### src/rtl/crs_pkg.sv
package crs_pkg;

  localparam int MAX_CAP = 32;

  // Lowest m bits set: the role assignment of period 0.
  function automatic logic [MAX_CAP-1:0] base_mask(input int m);
    logic [MAX_CAP-1:0] r;
    r = '0;
    for (int i = 0; i < MAX_CAP; i++) begin
      if (i < m) r[i] = 1'b1;
    end
    return r;
  endfunction

endpackage

### src/rtl/crs_period_timer.sv
module crs_period_timer #(
  parameter int CONV_LEN = 2048,
  localparam int PW = $clog2(CONV_LEN)
) (
  input  logic          clk,
  input  logic          rst,
  input  logic          start_i,
  output logic          run_q,
  output logic [PW-1:0] period_q,
  output logic          end_q,
  output logic          load_o,
  output logic          step_o,
  output logic          clear_o
);

  localparam logic [PW-1:0] LAST = PW'(CONV_LEN - 1);

  logic at_last;

  assign at_last = (period_q == LAST);
  assign load_o  = start_i;
  assign step_o  = run_q && !at_last && !start_i;
  assign clear_o = run_q && at_last && !start_i;

  always_ff @(posedge clk) begin
    if (rst) begin
      run_q    <= 1'b0;
      period_q <= '0;
      end_q    <= 1'b0;
    end else begin
      end_q <= 1'b0;
      if (load_o) begin
        run_q    <= 1'b1;
        period_q <= '0;
      end else if (clear_o) begin
        run_q    <= 1'b0;
        period_q <= '0;
        end_q    <= 1'b1;
      end else if (step_o) begin
        period_q <= period_q + 1'b1;
      end
    end
  end

endmodule

### src/rtl/crs_mask_rotator.sv
module crs_mask_rotator
  import crs_pkg::*;
#(
  parameter int N_CAP = 3,
  parameter int M_IN  = 2
) (
  input  logic             clk,
  input  logic             rst,
  input  logic             load_i,
  input  logic             step_i,
  input  logic             clear_i,
  output logic [N_CAP-1:0] mask_q
);

  localparam logic [MAX_CAP-1:0] BASE_W = base_mask(M_IN);
  localparam logic [N_CAP-1:0]   BASE   = BASE_W[N_CAP-1:0];

  logic [N_CAP-1:0] rotated;

  // Left rotation by one: bit i takes the value of bit i-1, wrapping.
  for (genvar i = 0; i < N_CAP; i++) begin : g_rot
    assign rotated[i] = mask_q[(i + N_CAP - 1) % N_CAP];
  end

  always_ff @(posedge clk) begin
    if (rst) begin
      mask_q <= '0;
    end else if (load_i) begin
      mask_q <= BASE;
    end else if (clear_i) begin
      mask_q <= '0;
    end else if (step_i) begin
      mask_q <= rotated;
    end
  end

endmodule

### src/rtl/crs_dac_drive.sv
module crs_dac_drive #(
  parameter int N_CAP = 3
) (
  input  logic             clk,
  input  logic             rst,
  input  logic             load_i,
  input  logic             clear_i,
  output logic [N_CAP-1:0] dac_q
);

  // One flop per capacitor so each enable sits next to its switch.
  for (genvar i = 0; i < N_CAP; i++) begin : g_dac
    always_ff @(posedge clk) begin
      if (rst) begin
        dac_q[i] <= 1'b0;
      end else if (load_i) begin
        dac_q[i] <= 1'b1;
      end else if (clear_i) begin
        dac_q[i] <= 1'b0;
      end
    end
  end

endmodule

### src/rtl/cap_role_seq.sv
module cap_role_seq #(
  parameter int N_CAP    = 3,
  parameter int M_IN     = 2,
  parameter int CONV_LEN = 2048,
  localparam int PW = $clog2(CONV_LEN)
) (
  input  logic             clk,
  input  logic             rst,
  input  logic             start_i,
  output logic             run_o,
  output logic [N_CAP-1:0] in_sel_o,
  output logic [N_CAP-1:0] dac_sel_o,
  output logic [PW-1:0]    period_o,
  output logic             conv_end_o
);

  logic load, step, clear;

  crs_period_timer #(.CONV_LEN(CONV_LEN)) u_timer (
    .clk      (clk),
    .rst      (rst),
    .start_i  (start_i),
    .run_q    (run_o),
    .period_q (period_o),
    .end_q    (conv_end_o),
    .load_o   (load),
    .step_o   (step),
    .clear_o  (clear)
  );

  crs_mask_rotator #(.N_CAP(N_CAP), .M_IN(M_IN)) u_rot (
    .clk     (clk),
    .rst     (rst),
    .load_i  (load),
    .step_i  (step),
    .clear_i (clear),
    .mask_q  (in_sel_o)
  );

  crs_dac_drive #(.N_CAP(N_CAP)) u_dac (
    .clk     (clk),
    .rst     (rst),
    .load_i  (load),
    .clear_i (clear),
    .dac_q   (dac_sel_o)
  );

endmodule

### config.mk
export PLATFORM = sky130hd
export DESIGN_NAME = cap_role_seq
export DESIGN_NICKNAME = d
export VERILOG_FILES = /design/src/rtl/crs_pkg.sv /design/src/rtl/crs_period_timer.sv /design/src/rtl/crs_mask_rotator.sv /design/src/rtl/crs_dac_drive.sv /design/src/rtl/cap_role_seq.sv
export SDC_FILE = /design/constraint.sdc
export NUM_CORES = 1
export LEC_CHECK = 0
export BUFFER_PORTS_ARGS = -buffer_cell sky130_fd_sc_hd__buf_4
export CORE_ASPECT_RATIO = 1.2
export CORE_UTILIZATION = 45
export CTS_CLUSTER_SIZE = 30
export DETAILED_ROUTE_END_ITERATION = 8
export PLACE_DENSITY_LB_ADDON = 0.08
export SLEW_MARGIN = 20
export SYNTH_ARGS = -nofsm -noshare
export SYNTH_HDL_FRONTEND = slang
export SYNTH_SLANG_ARGS = --single-unit
### constraint.sdc
create_clock -name clk -period 1.9 [get_ports clk]
set_clock_uncertainty 0.1 [all_clocks]
set_input_delay 0.19 -clock clk [delete_from_list [all_inputs] [get_ports clk]]
set_output_delay 0.19 -clock clk [all_outputs]
set_load 0.01 [all_outputs]
Word-level counts from Yosys, hierarchy flattened. Index checks and enable logic that the tools add are counted. W data, S select, Z words.

Register bits: 16. Latch bits: 0. Memory bits (writable): 0. Memory bits (read-only): 0. Input port bits: 3. Output and inout port bits: 19. Word-level logic and storage cells: 23. Memories kept: 0.

Add/sub/neg operators: 1. Multipliers: 0. Div/mod/pow operators: 0. $lt $le $gt $ge: 0. Eq/ne operators: 1. Shift operators: 0. Muxes and demuxes: 6. Bitwise gates (word level): 0. Reductions and logical operators: 10.

Operators with widths (number): $add A11 B1 Y11 const B (1); $eq A11 B11 Y1 const B (1); $mux W2 (3); $logic_and A1 B1 Y1 (4); $mux W1 (3); $reduce_bool A3 Y1 (1); $reduce_or A3 Y1 (1); $logic_not A1 Y1 (2); $reduce_bool A2 Y1 (1); $reduce_or A2 Y1 (1).

Longest topological paths before layout.
Word-level depth: 7. Mapped depth: 5. Depth with buffers taken out: 5.

Modules after synthesis. A second synthesis with hierarchy kept.

Cells, all modules: 87. Area total of the unflattened synthesis: 843.3 um^2.

Modules (own cells, without submodules): crs_period_timer (times used 1, cells each 71, area an instance 671.9 um^2, sequential area each 260.2 um^2); crs_mask_rotator (times used 1, cells each 10, area an instance 117.6 um^2, sequential area each 60.1 um^2); crs_dac_drive (times used 1, cells each 6, area an instance 53.8 um^2, sequential area each 20.0 um^2).

Worst setup path after synthesis. Ideal clock, no wire load.

Path type: reg2reg. Start point: reg u_timer.run_q. End point: reg u_timer.period_q[5]. Setup time: 70 ps. Arrival: 1495 ps. Required time: 1730 ps. Setup slack: 235 ps. Cell stages (with the launch flop): 6. Path buffers: 1. Period minus slack after synthesis: 1665 ps. Cell sequence: dfxtp_1 > buf_2 > and2b_2 > nand2_1 > or4_1 > a21oi_1.

Word-level cells in the longest chain between the ends: 3. Elaborated cells on any way between the ends: 5. Those cells by class: 5 x reduce/logical.

Ends and longest elaborated chain: start: declaration (RTL line crs_period_timer.sv:8) `output logic run_q,`; start signal: assignment (RTL line crs_period_timer.sv:27) `run_q <= 1'b0;`; start signal: assignment (RTL line crs_period_timer.sv:33) `run_q <= 1'b1;`; start signal: assignment (RTL line crs_period_timer.sv:36) `run_q <= 1'b0;`; $logic_and A1 B1 Y1 (2 in series) (RTL line crs_period_timer.sv:23) `assign clear_o = run_q && at_last && !start_i;`; $reduce_or A3 Y1 (no source line); end signal: assignment (RTL line crs_period_timer.sv:40) `period_q <= period_q + 1'b1;`; end: declaration (RTL line crs_period_timer.sv:9) `output logic [PW-1:0] period_q,`.

Parallel ways exist; a longest one is shown, timed or not. A chain may end at the register's enable or synchronous reset.

Worst setup path in the final report.
Start point: reg u_timer.period_q[5]. End point: reg u_timer.period_q[9].

Word-level cells in the longest chain between the ends: 4. Elaborated cells on any way between the ends: 8. Those cells by class: 1 x add/sub; 1 x eq/ne; 6 x reduce/logical.

Ends and longest elaborated chain: branches (longest 4 deep; another with $add A11 B1 Y11).

Several ways; the timed one is not identified.

==> impl.org <==
** Outcome
- Result of the run :: complete, no violations

** Pwr
- The internal power of the cells totals 485.7 µW.
- Post-layout total power :: 632.1 µW
- The share of total power dissipated in combinational logic is 9.2%.
- Of the total power, the share spent switching nets is 23.17%.
- Sequential group share of total power :: 54.9%
- In this run the power density over the cells is 635.5 mW/mm².
- Maximum vdd ir drop :: 0.4794 mV
- Summed over all cells, the static leakage comes to 0.0003984 µW.
- The analysis attributes to net switching a power of 146.4 µW.
- Per report_power, the clock group accounts for 35.9% of the total.

** Detailed routing
- Number of DRC markers in iteration 0 :: 9
- Detailed-route wire length :: 1637 µm
- Detailed Routing Iterations Pass 1 :: 4
- Drc violations :: 0
- Via Count :: 711
- Dividing the detail-routed wire length by the instance count gives 12.79 µm.
- Mean number of vias per cell :: 5.555
- The detail route stage leaves a number of antenna-violating nets equal to 0.

** Die
- In this run the vertical extent of the chip is 47.59 µm.
- The die covers 0.001903 mm².
- The total area inside the core boundary comes to 0.001622 mm².
- The initial utilization of the core area, before any placement, comes to 48.07%.
- Pin placement for this block handled 22 I/O pins.
- Total number of placement rows :: 16
- Die Width :: 40.00 µm

** Logic synthesis
- Most frequent cell after synthesis :: sky130_fd_sc_hd__dfxtp_1
- Count of state elements after synthesis :: 16
- Synthesis produced a netlist with a net count of 92.
- Cell variety after synth :: 27
- Count of flip-flops with a built-in enable after synthesis :: 0
- Async set-or-reset flop fraction in the synthesized netlist :: 0%
- The largest total area in the synthesized netlist belongs to sky130_fd_sc_hd__dfxtp_1.
- By area the synthesized netlist is led by sky130_fd_sc_hd__dfxtp_1 41%, sky130_fd_sc_hd__a21oi_1 6.4%, sky130_fd_sc_hd__nand3_1 3.9%, sky130_fd_sc_hd__buf_4 3.9%, sky130_fd_sc_hd__o41ai_4 3.5%.
- Summing the sequential cell areas from Yosys gives 41.09% of the chip area.
- Summed over its instances, the top area cell type makes up 41.09% of the synthesized netlist area.
- Top flip-flop cell by instance count after synthesis :: sky130_fd_sc_hd__dfxtp_1
- Post-synthesis instance area :: 779.5 µm²
- Per-instance average area after synthesis :: 8.858 µm²
- Counting every instance in the synthesized netlist gives 88.
- Sorting the synthesized cells by how often they occur yields 16 x sky130_fd_sc_hd__dfxtp_1, 10 x sky130_fd_sc_hd__a21oi_1, 7 x sky130_fd_sc_hd__nand2_1.
- For this run, the number of Yosys warnings is 0.

** GRT
- Wire length of the first global-routing pass :: 2497 µm
- Number of global-route vias before repair :: 582
- Total Routing Usage GR :: 19.52%
- The number of antenna violations at the first check in global routing is 0.
- GRT Residual Overflow :: 0
- Pin count of the biggest net entering global routing :: 10

** Placed design
- The congestion estimate from routability-driven global placement came to 0.7188.
- IO buf count :: 21
- In this run the cell area measured after placement is 945.9 µm².
- Post-DP HPWL :: 1221 µm
- Once placement completed, the tool counted placed cells totaling 124.

** Finish
- Non-Filler Instances :: 128
- Fraction of final layout cells with drive strength greater than 1 :: 30.91%
- End-of-flow core utilization :: 61.34%
- After the last flow step, the layout net total stands at 115.
- After routing the design area is 994.7 µm².
- Diodes inserted :: 0
- The area growth from synthesis to layout is 27.61%.

** Hold path
- Along the worst hold path, the cell count comes to 2.
- In this run the worst hold path is classified as in2reg.

** Clock network
- Clock transition at path regs :: 0.10 ns
- Post-CTS Setup Bufs :: 0
- In this run, CTS created clock tree buffers numbering 3.
- Number of levels the H-tree was split into :: 1
- Hold bufs inserted after CTS :: 0
- The clock passes through at most 2 buffers.
- Post-CTS resize count :: 0
- The later pin in the worst-skew pair is clocked with a latency of 0.28 ns.
- Root Buffer Master :: sky130_fd_sc_hd__clkbuf_4
- Clock tree from TritonCTS :: done
- The clock net in this run drives a total of 16 sinks.

** Setup path
- In this run the worst path has a maximum fanout of 7.
- Worst R2R Path Depth :: 4
- The worst setup path is launched from a flop.
- Start point of the critical path :: u_timer.period_q[5]$_SDFFE_PP0P_
- Worst setup path category :: reg2reg
- Worst path arrival time :: 1.84 ns
- R2R Path End :: u_timer.period_q[9]$_SDFFE_PP0P_
- In this run the register-to-register setup slack is 0.19 ns.
- For the worst setup path, the data required time is 2.03 ns.
- Critical path endpoint category :: flop
- Reg2Reg Launch Point :: u_timer.period_q[5]$_SDFFE_PP0P_
- The critical path ends at u_timer.period_q[9]$_SDFFE_PP0P_.

** Timing
- Count of endpoints failing setup in the final report :: 0
- The number of pins with negative max-slew slack in the final report was 0.
- In the finished design, the share of the clock period the worst path needs comes to 90.17%.
- Post-layout minimum cycle time :: 1.713 ns
- The worst pin sits at a relative slew slack of 73.74%.
- FMAX :: 583.7 MHz
- For the final routed database, the setup TNS stands at 0 ns.
- Tightest Pin Transition :: 0.3929 ns
- Setup repair after global routing left no endpoint under its margin.
- The number of hold violations in the final report was 0.

** Flow run
- Max-cap viol count :: 0
## placed cells by master, fill, tap and decap left out, types with 3 or more instances in the layout
master                     Yosys  layout
sky130_fd_sc_hd__nand2_1       7       7
sky130_fd_sc_hd__buf_4         4      25
sky130_fd_sc_hd__xnor2_1       3       3
sky130_fd_sc_hd__and3_1        3       3
sky130_fd_sc_hd__nand3_1       6       5
sky130_fd_sc_hd__nor3_1        5       5
sky130_fd_sc_hd__nand4_1       3       3
sky130_fd_sc_hd__clkbuf_4      0       3
sky130_fd_sc_hd__o31ai_1       3       3
sky130_fd_sc_hd__nor2_1        6       6
sky130_fd_sc_hd__dfxtp_1      16      16
sky130_fd_sc_hd__or4_1         3       3
sky130_fd_sc_hd__a21oi_1      10      10
## metrics by stage
stage,worst slack (ns),hold WS (ns)
detailed placement,0.1759,0.3275
finish,0.1868,0.02822
global placement,0.2039,0.3224
floorplan,0.2347,0.3443
CTS,0.1494,0.01643
global route,0.09558,0.02371
## state kept, by name (all words and copies together), names as in the netlist
name,count
u_timer.period_q,11
u_rot.mask_q,3
u_timer.run_q,1
u_timer.end_q,1
## metal layers
| layer | vias to the layer above | part of all wire [%] | GRT usage [%] |
|---|---|---|---|
| met5 | - | 0 | 0 |
| met1 | 329 | 47 | 24.43 |
| met2 | 11 | 49 | 31.94 |
| li1 | 369 | - | - |
| met3 | 2 | 2.8 | 2.791 |
| met4 | 0 | 0.86 | 10.34 |
## final cells by class
type | instances | area (µm²)
clock buffer | 4 | 36.28
fill | 150 | 626.9
inverter | 2 | 7.507
multi-input combinational | 63 | 420.4
sequential | 16 | 320.3
tap | 18 | 22.52
timing repair buffer | 25 | 187.7
## critical path: stages (launching register included)
cell                      delay [ns]
sky130_fd_sc_hd__dfxtp_1        0.45
sky130_fd_sc_hd__and4_1         0.36
sky130_fd_sc_hd__nand2_1        0.10
sky130_fd_sc_hd__or4_1          0.51
sky130_fd_sc_hd__a21oi_1        0.14
## worst min path at each step
stage	start	to	slack [ns]
after floorplan	start_i	u_rot.mask_q[2]$_SDFFE_PP0P_	0.34
after global placement	rst	u_rot.mask_q[1]$_SDFFE_PP0P_	0.32
after detailed placement	rst	u_rot.mask_q[1]$_SDFFE_PP0P_	0.33
after CTS	rst	u_rot.mask_q[1]$_SDFFE_PP0P_	0.02
after global routing	rst	u_rot.mask_q[1]$_SDFFE_PP0P_	0.02
final	rst	u_rot.mask_q[1]$_SDFFE_PP0P_	0.03
## logic make-up after synthesis
family / count (synthesis) / synth area share (%)
simple gates: 37 / 25.36
compound gates: 21 / 20.87
flops: 16 / 41.09
buf+inv: 9 / 6.581
xor+xnor: 4 / 4.495
fa+ha+maj: 1 / 1.605
## power by group through the flow
stage	clock network, µW	logic [µW]	registers [µW]
after floorplan	0	36.4	357
final	227	58.0	347
after detailed placement	0	58.4	355
after CTS	232	58.3	347
after global routing	243	64.5	348
after global placement	0	57.9	355
No activity file was read; power rests on OpenSTA's default activity.
